===== config.mk =====
export PLATFORM = sky130hd
export DESIGN_NAME = dsss_cplx_spreader
export DESIGN_NICKNAME = d
export VERILOG_FILES = /design/src/rtl/dsss_cplx_spreader.sv
export SDC_FILE = /design/constraint.sdc
export NUM_CORES = 1
export LEC_CHECK = 0
export ABC_AREA = 1
export BUFFER_PORTS_ARGS = -buffer_cell sky130_fd_sc_hd__buf_2
export CORE_UTILIZATION = 40
export DETAILED_ROUTE_END_ITERATION = 16
export PLACE_DENSITY = 0.65
export RECOVER_POWER = 100
export SYNTH_ARGS = -nofsm -noshare
export SYNTH_HDL_FRONTEND = slang
export SYNTH_SLANG_ARGS = --single-unit

===== constraint.sdc =====
create_clock -name clk -period 1.4 [get_ports clk]
set_input_delay 0.14 -clock clk [delete_from_list [all_inputs] [get_ports clk]]
set_output_delay 0.14 -clock clk [all_outputs]
set_load 0.01 [all_outputs]

===== src/rtl/dsss_cplx_spreader.sv =====
module dsss_cplx_spreader #(
  parameter int CODE_LEN = 16,
  parameter logic [CODE_LEN-1:0] PILOT_CODE = 16'hAAAA,
  parameter logic [CODE_LEN-1:0] DEFAULT_CODE = 16'hC3C3
) (
  input  logic                clk,
  input  logic                rst_n,
  input  logic                run,
  input  logic                cfg_we,
  input  logic [CODE_LEN-1:0] cfg_code,
  input  logic                bit_valid,
  input  logic                bit_data,
  output logic                bit_ready,
  output logic [1:0]          chip_i,
  output logic [1:0]          chip_q,
  output logic                chip_valid,
  output logic                chip_strobe,
  output logic                underrun
);
  localparam int IW = $clog2(CODE_LEN);
  localparam logic [IW-1:0] LAST = IW'(CODE_LEN - 1);

  typedef enum logic {S_CFG, S_CHIP} st_t;
  st_t st;
  logic [IW-1:0] idx;
  logic held;
  logic [CODE_LEN-1:0] code_q;

  wire at_start = (st == S_CHIP) && (idx == '0);
  wire sym = at_start ? (bit_valid ? bit_data : held) : held;
  wire [IW-1:0] pos = LAST - idx;
  wire pil_c = PILOT_CODE[pos];
  wire dat_c = code_q[pos];

  assign bit_ready = at_start;

  function automatic logic [1:0] pm(input logic b);
    return b ? 2'b01 : 2'b11;
  endfunction

  always_ff @(posedge clk) begin
    if (!rst_n) begin
      st          <= S_CFG;
      idx         <= '0;
      held        <= 1'b0;
      code_q      <= DEFAULT_CODE;
      chip_i      <= 2'b00;
      chip_q      <= 2'b00;
      chip_valid  <= 1'b0;
      chip_strobe <= 1'b0;
      underrun    <= 1'b0;
    end else begin
      case (st)
        S_CFG: begin
          chip_i      <= 2'b00;
          chip_q      <= 2'b00;
          chip_valid  <= 1'b0;
          chip_strobe <= 1'b0;
          underrun    <= 1'b0;
          if (cfg_we) code_q <= cfg_code;
          if (run) begin
            st  <= S_CHIP;
            idx <= '0;
          end
        end
        default: begin
          chip_i      <= pm(pil_c);
          chip_q      <= pm(~(sym ^ dat_c));
          chip_valid  <= 1'b1;
          chip_strobe <= (idx == '0);
          underrun    <= at_start && !bit_valid;
          if (at_start) held <= sym;
          if (idx == LAST) begin
            idx <= '0;
            if (!run) st <= S_CFG;
          end else begin
            idx <= idx + 1'b1;
          end
        end
      endcase
    end
  end

  a_r8_ready_then_strobe: assert property (@(posedge clk) disable iff (!rst_n)
    bit_ready |=> chip_strobe);
  a_r5_rails_legal: assert property (@(posedge clk) disable iff (!rst_n)
    chip_valid |-> ((chip_i == 2'b01 || chip_i == 2'b11) && (chip_q == 2'b01 || chip_q == 2'b11)));
  a_r5_idle_zero: assert property (@(posedge clk) disable iff (!rst_n)
    !chip_valid |-> (chip_i == 2'b00 && chip_q == 2'b00));
  a_r4_pilot_alternates: assert property (@(posedge clk) disable iff (!rst_n)
    (chip_valid && !chip_strobe) |-> (chip_i != $past(chip_i)));
  a_r7_underrun_on_boundary: assert property (@(posedge clk) disable iff (!rst_n)
    underrun |-> chip_strobe);
  a_r2_code_frozen: assert property (@(posedge clk) disable iff (!rst_n)
    (chip_valid && !chip_strobe) |-> $stable(code_q));
endmodule


# Yosys cells after proc, flatten, opt, wreduce, memory -nomap -nowiden
# Memory sizes are Yosys's and may differ from the RTL's.
# Index checks and enable logic that the tools add are counted.
# classes
mux	14
eq_ne	1
bitwise	2
addsub	2
magnitude_cmp	1
reduce_logical	8
# ops
op	count
4-bit two-way mux	3
1-bit two-way mux	8
2-bit AND reduction	3
4-bit by 5-bit less-than comparator with 1-bit output (second input constant)	1
4-bit by 1-bit adder with 4-bit output (second input constant)	1
1-bit binary-select mux with 4-bit select	1
4-bit equality test (second input constant)	1
4-bit zero test	1
2-bit two-way mux	2
4-bit subtractor (first input constant)	1
1-bit logical AND	2
2-bit nonzero test	1
1-bit zero test	1
1-bit inverter	1
1-bit XOR	1
# totals
mem_count	1
out_inout_bits	8
ff_bits	29
word_cells	38
in_bits	22
rom_bits	16
# mem_list
memory	words	width	rd	rd_ports_with_merged_regs	wr	line_no	text
(no name shown)	16	1	1	0	0	32	wire pil_c = PILOT_CODE[pos];

# Longest topological paths before layout
# Gate-level depths: netlist of run 1.
# logic_depth
ltp_word	5
mapped_depth	10
depth_no_buf	9

# Least setup slack after synthesis of run 1
# Ideal clock, no wire load.
# synth_path
path_type	reg-to-reg
start	reg idx[0]
end	reg chip_q[1]
slack_ns	0.065
t_required_ns	1.280
setup_ns	0.120
arrival_ns	1.215
path_stages_with_launch	11
path_cell_list	dfxtp_1 -> inv_2 -> buf_6 -> ha_1 -> nand3_4 -> nor2_4 -> nand2_1 -> o21ai_1 -> inv_1 -> nand2_1 -> a21oi_2
# synth_between
elab_chain_len	5
# synth_rtl
item	line_no	text
start: declaration	25	logic [IW-1:0] idx;
start signal: assignment	77	idx <= idx + 1'b1;
4-bit zero test	29	wire at_start = (st == S_CHIP) && (idx == '0);
1-bit logical AND	29	
net bit_ready	13	output logic bit_ready,
1-bit two-way mux	30	wire sym = at_start ? (bit_valid ? bit_data : held) : held;
1-bit XOR	68	chip_q <= pm(~(sym ^ dat_c));
2-bit two-way mux	38	return b ? 2'b01 : 2'b11;
end signal: assignment	68	
end: declaration	15	output logic [1:0] chip_q,
# The timed path passes the listed nets, and every way through them passes these cells. The select of a mux whose other input is x is not followed.
# A chain may end at the register's enable or synchronous reset.

# Final worst setup path of run 1
# layout_path
start	reg idx[0]
end	out bit_ready
# layout_between
elab_chain_len	2
# layout_rtl
item	line_no
4-bit zero test	29
1-bit logical AND	29
end: declaration	13
# No other way between the ends.

==> metrics, run 1 <==
status=finished with violations; failing checks=design-rule violations; routability congestion estimate=0.8535; worst hold path depth=3; ANT cells=0; Avg WL per Cell=11.32 um; first-pass GRT wire length=4.395 mm; critical path data arrival time=1.23 ns; Min Hold Slack=0.009459 ns; DP HPWL=1.858 mm; flip-flop and latch count after synthesis=28; Syn Nets=184; initial antenna violation count=0; Initial DRC Count=50; maximum fanout along the worst path=3; Synthesis Warnings=0; worst clock skew=0.004826 ns; Power Internal=0.001166 W; worst r2r dst=chip_q[1]; IO Port Bufs=29; Setup crit start kind=flip-flop; Crit path required time=1.26 ns; multi-input logic area=541.8 sq um; number of flops mapped to enable cells by yosys=0; H-Tree Depth=1; drt via density=4.969; Sw Pwr=0.0004493 W; initial core utilization=0.4330; ys async rst share=0; crit-path leading delay family=flip-flops; Slew @ Worst Pin=0.3297 ns; vias in the first global route=1057; unrepaired setup endpoints after global routing=yes; Synth Cell Area=1225 sq um; GRT overflow=0; Clk pwr share=0.247; final setup fails=0; type of the most critical hold path=primary input to flip-flop; CTS buffer count=3; syn_area_per_cell=7.656 sq um; worst skew pair latency=0.33 ns; Crit path buffers/inverters=2; max-capacitance violation count=0; pin count of the biggest net entering global routing=21; Hold EP=st; final core utilization=0.5449; DRC viols=4; root buf cell=clkbuf_4; # fillers=273; storage element area=568.0 sq um; gr usage total=0.1684; Seq/Total Area, Yosys=0.4576; Final ANT Viol Nets=0; CP max-delay cell=dfxtp_4; Core Rows=19; Tmin final=1.374 ns; Crit path largest cell delay=0.39 ns; fin nets=222; reg2reg path depth=10; Flop pwr share=0.542; CTS tree=built; maximum clock rate=728.0 MHz; Gate power share=0.211; P_leak=0.7522 nW; reg-to-reg startpoint=idx[0]; share of cells above drive strength 1=0.3198; Clock Tree Buf Depth=2; die area=3288 sq um; PwrDens=1048 nW/um^2; dominant synthesized flop cell=dfxtp_1; CP Cell Sequence=inv_6, ha_4, nand3_4, nor2_4, buf_6; Final Cycle Share=0.9812; vias=1133; Netlist cell types=24; slew margin rel.=0.7802; Area Growth Syn to Fin=25.84%; Hold Path Origin=run; clock sinks=28; fin area=1541 sq um; I/O pins=30; Die Span Y=57.34 um; worst vdd ir=0.4639 mV; final-report hold violation count=0; Synth Instances=160; Die W=57.34 um; 1st-pass router iterations=12; Core Area=2829 sq um; Crit Path Class=flip-flop to output pin; max-slew violations=0; Post-DP Area=1390 sq um; sw frac=0.2781; flop2flop setup slack=0.07 ns; Critical Path End Type=output pin; clock transition at the registers of the reported paths=0.15 ns; final wirelength=2.582 mm
tightest hold or removal path, cell delays in order:
cell and delay, ns:
buf_2 0.08, o21ai_1 0.06, inv_1 0.04
cell usage in the layout, fill, tap and decap left out:
master         netlist  final
inv_2                6      4
nor3_1               2      2
dlygate4sd3_1        0      1
buf_4                1      9
inv_4                0      1
a21oi_1              8      8
o21ai_1              5      5
ha_4                 0      1
clkbuf_8             0      1
inv_1               23     23
o21ai_2              1      3
nand2_2              2      2
dfxtp_1             28     26
o21ai_0             10      8
nor2_1               8      8
o22ai_1              1      1
dfxtp_4              0      2
clkbuf_4             0      3
a32o_1               1      1
nor2_4               1      1
nand3_4              1      1
ha_1                 2      1
a21oi_2              1      1
o211ai_1             8      8
buf_6                2      2
inv_6                0      1
nand3_2              0      3
a221oi_1             1      1
buf_2                3     28
nand3_1             14     11
nand2_1             30     30
per-stage QoR:
step                setup WS, ns  std cells  power (W)  setup TNS (ns)
finish                   0.02635        228   0.001616               0
global route            -0.02927        228   0.001701        -0.08660
CTS                    0.0001503        226   0.001599               0
detailed placement      0.007174        217   0.001179               0
global placement         0.03122        217   0.001170               0
floorplan                0.06496        160   0.001096               0
routing by layer:
layer | wire, um | track usage | vias to the layer above
li1 | - | - | 592
met5 | 0 | 0 | -
met2 | 1198 | 0.2708 | 26
met1 | 1226 | 0.2191 | 510
met4 | 48 | 0.07317 | 0
met3 | 108 | 0.03401 | 5
power by group through the flow:
stage	clock network (W)	logic [W]	registers [W]
CTS	0.000401	0.000322	0.000875
detailed placement	0	0.000284	0.000895
global placement	0	0.000278	0.000892
floorplan	0	0.000201	0.000894
global route	0.000434	0.000386	0.000881
finish	0.000399	0.000341	0.000876
cells in the mapped netlist (2+ instances only):
library cell	number	share of area
ha_1	2	0.020
nor3_1	2	0.0082
buf_6	2	0.018
dfxtp_1	28	0.46
o21ai_1	5	0.020
inv_2	6	0.018
inv_1	23	0.070
buf_2	3	0.012
nor2_1	8	0.025
o21ai_0	10	0.041
a21oi_1	8	0.033
nand2_2	2	0.010
nand3_1	14	0.057
nand2_1	30	0.092
o211ai_1	8	0.049
state kept, by name, indices dropped and copies added (netlist names):
register / flops
code_q: 16
chip_q: 1
held: 1
st: 1
underrun: 1
chip_strobe: 1
idx: 4
chip_valid: 1
chip_i: 2
layout make-up:
cell class | count | area share
Clock buffer | 4 | 0.02354
Inverter | 29 | 0.07549
Multi-Input combinational cell | 96 | 0.3515
Sequential cell | 28 | 0.3685
Tap cell | 31 | 0.02516
Timing Repair Buffer | 40 | 0.1558
worst max-delay path by stage:
stage	depth (start not counted)	to	slack, ns	startpoint
finish	5	bit_ready	0.03	idx[0]
global placement	6	idx[0]	0.03	idx[1]
floorplan	10	chip_q[1]	0.06	idx[0]
detailed placement	6	idx[0]	0.007	idx[1]
global route	5	bit_ready	-0.03	idx[0]
CTS	5	bit_ready	0.0002	idx[1]
cells by family (layout without fill, tap and decap cells):
| group | count (synthesis) | after routing | share of synthesized area |
|---|---|---|---|
| compound gates | 36 | 36 | 0.1777 |
| buf+inv | 36 | 73 | 0.1287 |
| fa+ha+maj | 2 | 2 | 0.02043 |
| flops | 28 | 28 | 0.4576 |
| simple gates | 58 | 58 | 0.2155 |
what timing repair did:
item	CTS	global route
buffers inserted	4	2
resized for setup	9	9
hold buffers	1	0
endpoints found under the hold margin	1	0
pin swaps	1	2
endpoints found under the setup margin	2	5
Power figures use the tool's default switching activity.
==> inputs of run 2 (changes only) <==
- PLACE_DENSITY: 0.65 -> default
- clock period: 1.4 -> 1.5 ns (I/O delays scaled with it)
==> metrics, run 2 (synthesis results as in run 1) <==
Crit path buffers/inverters=2; reg-to-reg startpoint=idx[1]; H-Tree Depth=1; Power Internal=0.001060 W; Setup crit start kind=flip-flop; Most flops, register=code_q; 1st-pass router iterations=10; worst r2r dst=st; Avg WL per Cell=10.74 um; P_leak=0.7099 nW; CP Cell Sequence=inv_4, ha_4, nand3_4, nor2_4, buf_2; Clk pwr share=0.250; critical path depth=5; worst hold path depth=3; max-capacitance violation count=0; ANT cells=0; Top Registers=code_q x16, idx x4, chip_i x2; Layout Cells excl Fill=223; drt via density=4.821; initial core utilization=0.4330; final setup fails=0; crit-path leading delay family=flip-flops; DP HPWL=1.837 mm; Slew @ Worst Pin=0.3486 ns; flop2flop setup slack=0.13 ns; commonest non-fill, non-tap cells in the layout=31 x nand2_1, 29 x buf_2, 27 x dfxtp_1, 23 x inv_1, 14 x nand3_1; critical path data arrival time=1.25 ns; maximum clock rate=711.8 MHz; type of the most critical hold path=primary input to flip-flop; clock transition at the registers of the reported paths=0.14 ns; Initial DRC Count=65; worst vdd ir=0.4899 mV; Area Growth Syn to Fin=18.39%; total power after layout=0.001454 W; sw frac=0.2710; Core Area=2829 sq um; Tmin final=1.405 ns; Clock Tree Buf Depth=2; fin area=1450 sq um; final-report hold violation count=0; share of cells above drive strength 1=0.2552; Die Span Y=57.34 um; pin count of the biggest net entering global routing=21; vias=1075; reg2reg path depth=7; first-pass GRT wire length=4.140 mm; Gate power share=0.190; clock sinks=28; gr usage total=0.1608; fin nets=217; dpl cells=217; I/O pins=30; routability congestion estimate=0.7793; Worst Setup EP=bit_ready; maximum fanout along the worst path=6; Min Hold Slack=0.03314 ns; PwrDens=1003 nW/um^2; IO Port Bufs=29; Crit path required time=1.35 ns; Die W=57.34 um; root buf cell=clkbuf_4; setup tns final=0 ns; storage element area=564.3 sq um; worst skew pair latency=0.32 ns; multi-input logic area=513.0 sq um; Sw Pwr=0.0003942 W; Flop pwr share=0.560; commonest non-fill, non-tap cell in the layout=nand2_1; vias in the first global route=957; CP max-delay cell=dfxtp_4; DRC viols=2; slew margin rel.=0.7671; status=finished with violations; CTS buffer count=3; failing checks=design-rule violations; max-slew violations=0; Crit Path Class=flip-flop to output pin; final wirelength=2.396 mm; worst clock skew=0.001194 ns; GRT overflow=0; Critical Path End Type=output pin; Core Rows=19; Post-DP Area=1390 sq um; CTS tree=built; max FFs per register=16; worst setup path start=idx[1]; # fillers=279; Final Cycle Share=0.9366; unrepaired setup endpoints after global routing=no; Final ANT Viol Nets=0; die area=3288 sq um; initial antenna violation count=0; Crit path largest cell delay=0.38 ns
[run 2: cell count changes in the layout (fill, tap and decap cells not counted), moves of 2 or more]
cell,delta
buf_4,-6
o21ai_0,+4
nand3_1,+3
nand3_2,-3
buf_6,-2
o21ai_1,-2
o21ai_2,-2
[run 2: tightest hold or removal path: stages]
cell      delay, ns
buf_2          0.07
nand2_1        0.04
o211ai_1       0.06
[run 2: cell type report]
type / instances / area share
sequential: 28 / 0.3891
multi-input combinational: 96 / 0.3538
timing repair buffer: 35 / 0.1286
inverter: 29 / 0.07679
tap: 31 / 0.02675
clock buffer: 4 / 0.02502
[run 2: worst min-delay path by stage]
stage	start	end	slack (ns)
after CTS	cfg_code[6]	code_q[6]	0.02
after floorplan	bit_valid	underrun	0.23
after global placement	bit_valid	underrun	0.35
final	cfg_code[6]	code_q[6]	0.03
after detailed placement	bit_valid	underrun	0.35
after global routing	cfg_code[6]	code_q[6]	0.02
[run 2: repair_timing]
item,in CTS,in global routing
hold buffers,1,0
setup buffers,1,0
setup endpoints to repair,1,1
gates resized for setup,4,1
hold endpoints to repair,1,0
[run 2: metal layers]
metal | global-route usage | wire length, um | vias up
li1 | - | - | 581
met1 | 0.2176 | 1193 | 465
met2 | 0.2558 | 1077 | 25
met3 | 0.02721 | 96 | 4
met4 | 0.06272 | 29 | 0
met5 | 0 | 0 | -
[run 2: metrics by stage]
step	setup slack [ns]	util
3_5_place_dp	0.08701	0.4914
3_3_place_gp	0.1689	0.4914
6_report	0.09505	0.5126
2_1_floorplan	0.1650	-
5_1_grt	0.003696	0.5126
4_1_cts	0.01872	0.5135
[run 2: power by group through the flow]
stage                     logic [W]  clock network, W  registers, W
final                      0.000276          0.000364      0.000814
after global routing       0.000317          0.000408      0.000820
after CTS                  0.000281          0.000379      0.000815
after detailed placement   0.000271                 0      0.000833
after global placement     0.000264                 0      0.000833
after floorplan            0.000188                 0      0.000835
==> inputs of run 3 (changes only) <==
- RECOVER_POWER: 100 -> 25
==> metrics, run 3 (synthesis results as in run 1) <==
drt via density=4.821; vias=1075; initial antenna violation count=0; Final Cycle Share=0.9403; flop2flop setup slack=0.18 ns; critical path data arrival time=1.26 ns; die area=3288 sq um; Critical Path End Type=output pin; clock sinks=28; Die Span Y=57.34 um; maximum clock rate=709.0 MHz; gr busiest metal=met2; clock transition at the registers of the reported paths=0.15 ns; Die W=57.34 um; first-pass GRT wire length=4.140 mm; final setup fails=0; max FFs per register=16; Avg WL per Cell=10.74 um; Slew @ Worst Pin=0.3232 ns; Most flops, register=code_q; Crit path required time=1.35 ns; worst hold path depth=3; gr usage total=0.1608; I/O pins=30; IO Port Bufs=29; worst vdd ir=0.4960 mV; Area Growth Syn to Fin=19.41%; worst r2r dst=idx[0]; commonest non-fill, non-tap cells in the layout=30 x nand2_1, 29 x buf_2, 27 x dfxtp_1, 23 x inv_1, 14 x nand3_1; CTS tree=built; met3 usage=0.02721; max-slew violations=0; max-capacitance violation count=0; CTS buffer count=3; Tmin final=1.410 ns; Initial DRC Count=65; Final ANT Viol Nets=0; status=finished with violations; Core Rows=19; final-report hold violation count=0; initial core utilization=0.4330; final wirelength=2.395 mm; fin nets=217; reg-to-reg startpoint=idx[1]; Hold EP=code_q[6]; met2 GRT Util=0.2558; share of cells above drive strength 1=0.2708; H-Tree Depth=1; P_leak=0.7143 nW; type of the most critical hold path=primary input to flip-flop; Core Area=2829 sq um; Setup crit start kind=flip-flop; root buf cell=clkbuf_4; reg2reg path depth=7; slew margin rel.=0.7846; Hold Path Origin=cfg_code[6]; Top Registers=code_q x16, idx x4, chip_i x2; PwrDens=999.2 nW/um^2; ANT cells=0; DP HPWL=1.837 mm; Crit Path Class=flip-flop to output pin; setup tns final=0 ns; Clock Tree Buf Depth=2; commonest non-fill, non-tap cell in the layout=nand2_1; 1st-pass router iterations=10; total power after layout=0.001462 W; DRC viols=2; maximum fanout along the worst path=6; final core utilization=0.5170; failing checks=design-rule violations; vias in the first global route=957; pin count of the biggest net entering global routing=21; GRT overflow=0; routability congestion estimate=0.7793; met1 Track Usage GR=0.2176; worst skew pair latency=0.32 ns; unrepaired setup endpoints after global routing=no; worst clock skew=0.001229 ns
[run 3: how the worst max path moves through the flow]
stage	startpoint	endpoint	slack (ns)	cells after the start
final	idx[1]	bit_ready	0.09	5
after global routing	idx[0]	bit_ready	0.002	5
after CTS	idx[1]	bit_ready	0.02	5
after detailed placement	idx[1]	chip_q[1]	0.09	8
after global placement	idx[1]	chip_q[1]	0.17	8
after floorplan	idx[0]	chip_q[1]	0.16	10
[run 3: cell type report]
cell class	count	area (sq um)
repair buffers	35	192.7
multi-input cells	96	519.2
inverters	29	111.4
flip-flops and latches	28	564.3
clock buffers	4	36.28
well taps	31	38.79
fillers	275	1366
[run 3: stage by stage]
| stage | area, sq um | setup WS, ns | std cells | hold WS [ns] |
|---|---|---|---|---|
| 3_3_place_gp | 1390 | 0.1689 | 217 | 0.3533 |
| 6_report | 1463 | 0.08955 | 223 | 0.03233 |
| 4_1_cts | 1453 | 0.01872 | 223 | 0.02212 |
| 3_5_place_dp | 1390 | 0.08701 | 217 | 0.3522 |
| 2_1_floorplan | 1225 | 0.1650 | 160 | 0.2282 |
| 5_1_grt | 1463 | 0.002367 | 223 | 0.01400 |
[run 3: worst max-delay path: stages (launching register included)]
cell     delay, ns
dfxtp_4       0.38
inv_4         0.09
ha_4          0.14
nand3_4       0.09
nor2_4        0.10
buf_2         0.14
[run 3: power by group]
| part | leakage, nW | switching [W] | total [W] | internal, W |
|---|---|---|---|---|
| Sequential | 0.232 | 0.0000191 | 0.000814 | 0.000795 |
| Combinational | 0.461 | 0.000162 | 0.000283 | 0.000121 |
| Clock | 0.0210 | 0.000216 | 0.000365 | 0.000148 |
| Total | 0.714 | 0.000397 | 0.00146 | 0.00106 |
[run 3: metal layers]
layer  up-vias  wire length [um]
met4         0                29
met1       467              1194
met3         4                91
met2        23              1079
met5         -                 0
li1        581                 -
[run 3: repair_timing]
action | 4_1_cts | 5_1_grt
endpoints found under the hold margin | 1 | 0
resized for setup | 4 | 1
endpoints found under the setup margin | 1 | 1
hold buffers | 1 | 0
setup buffers | 1 | 0
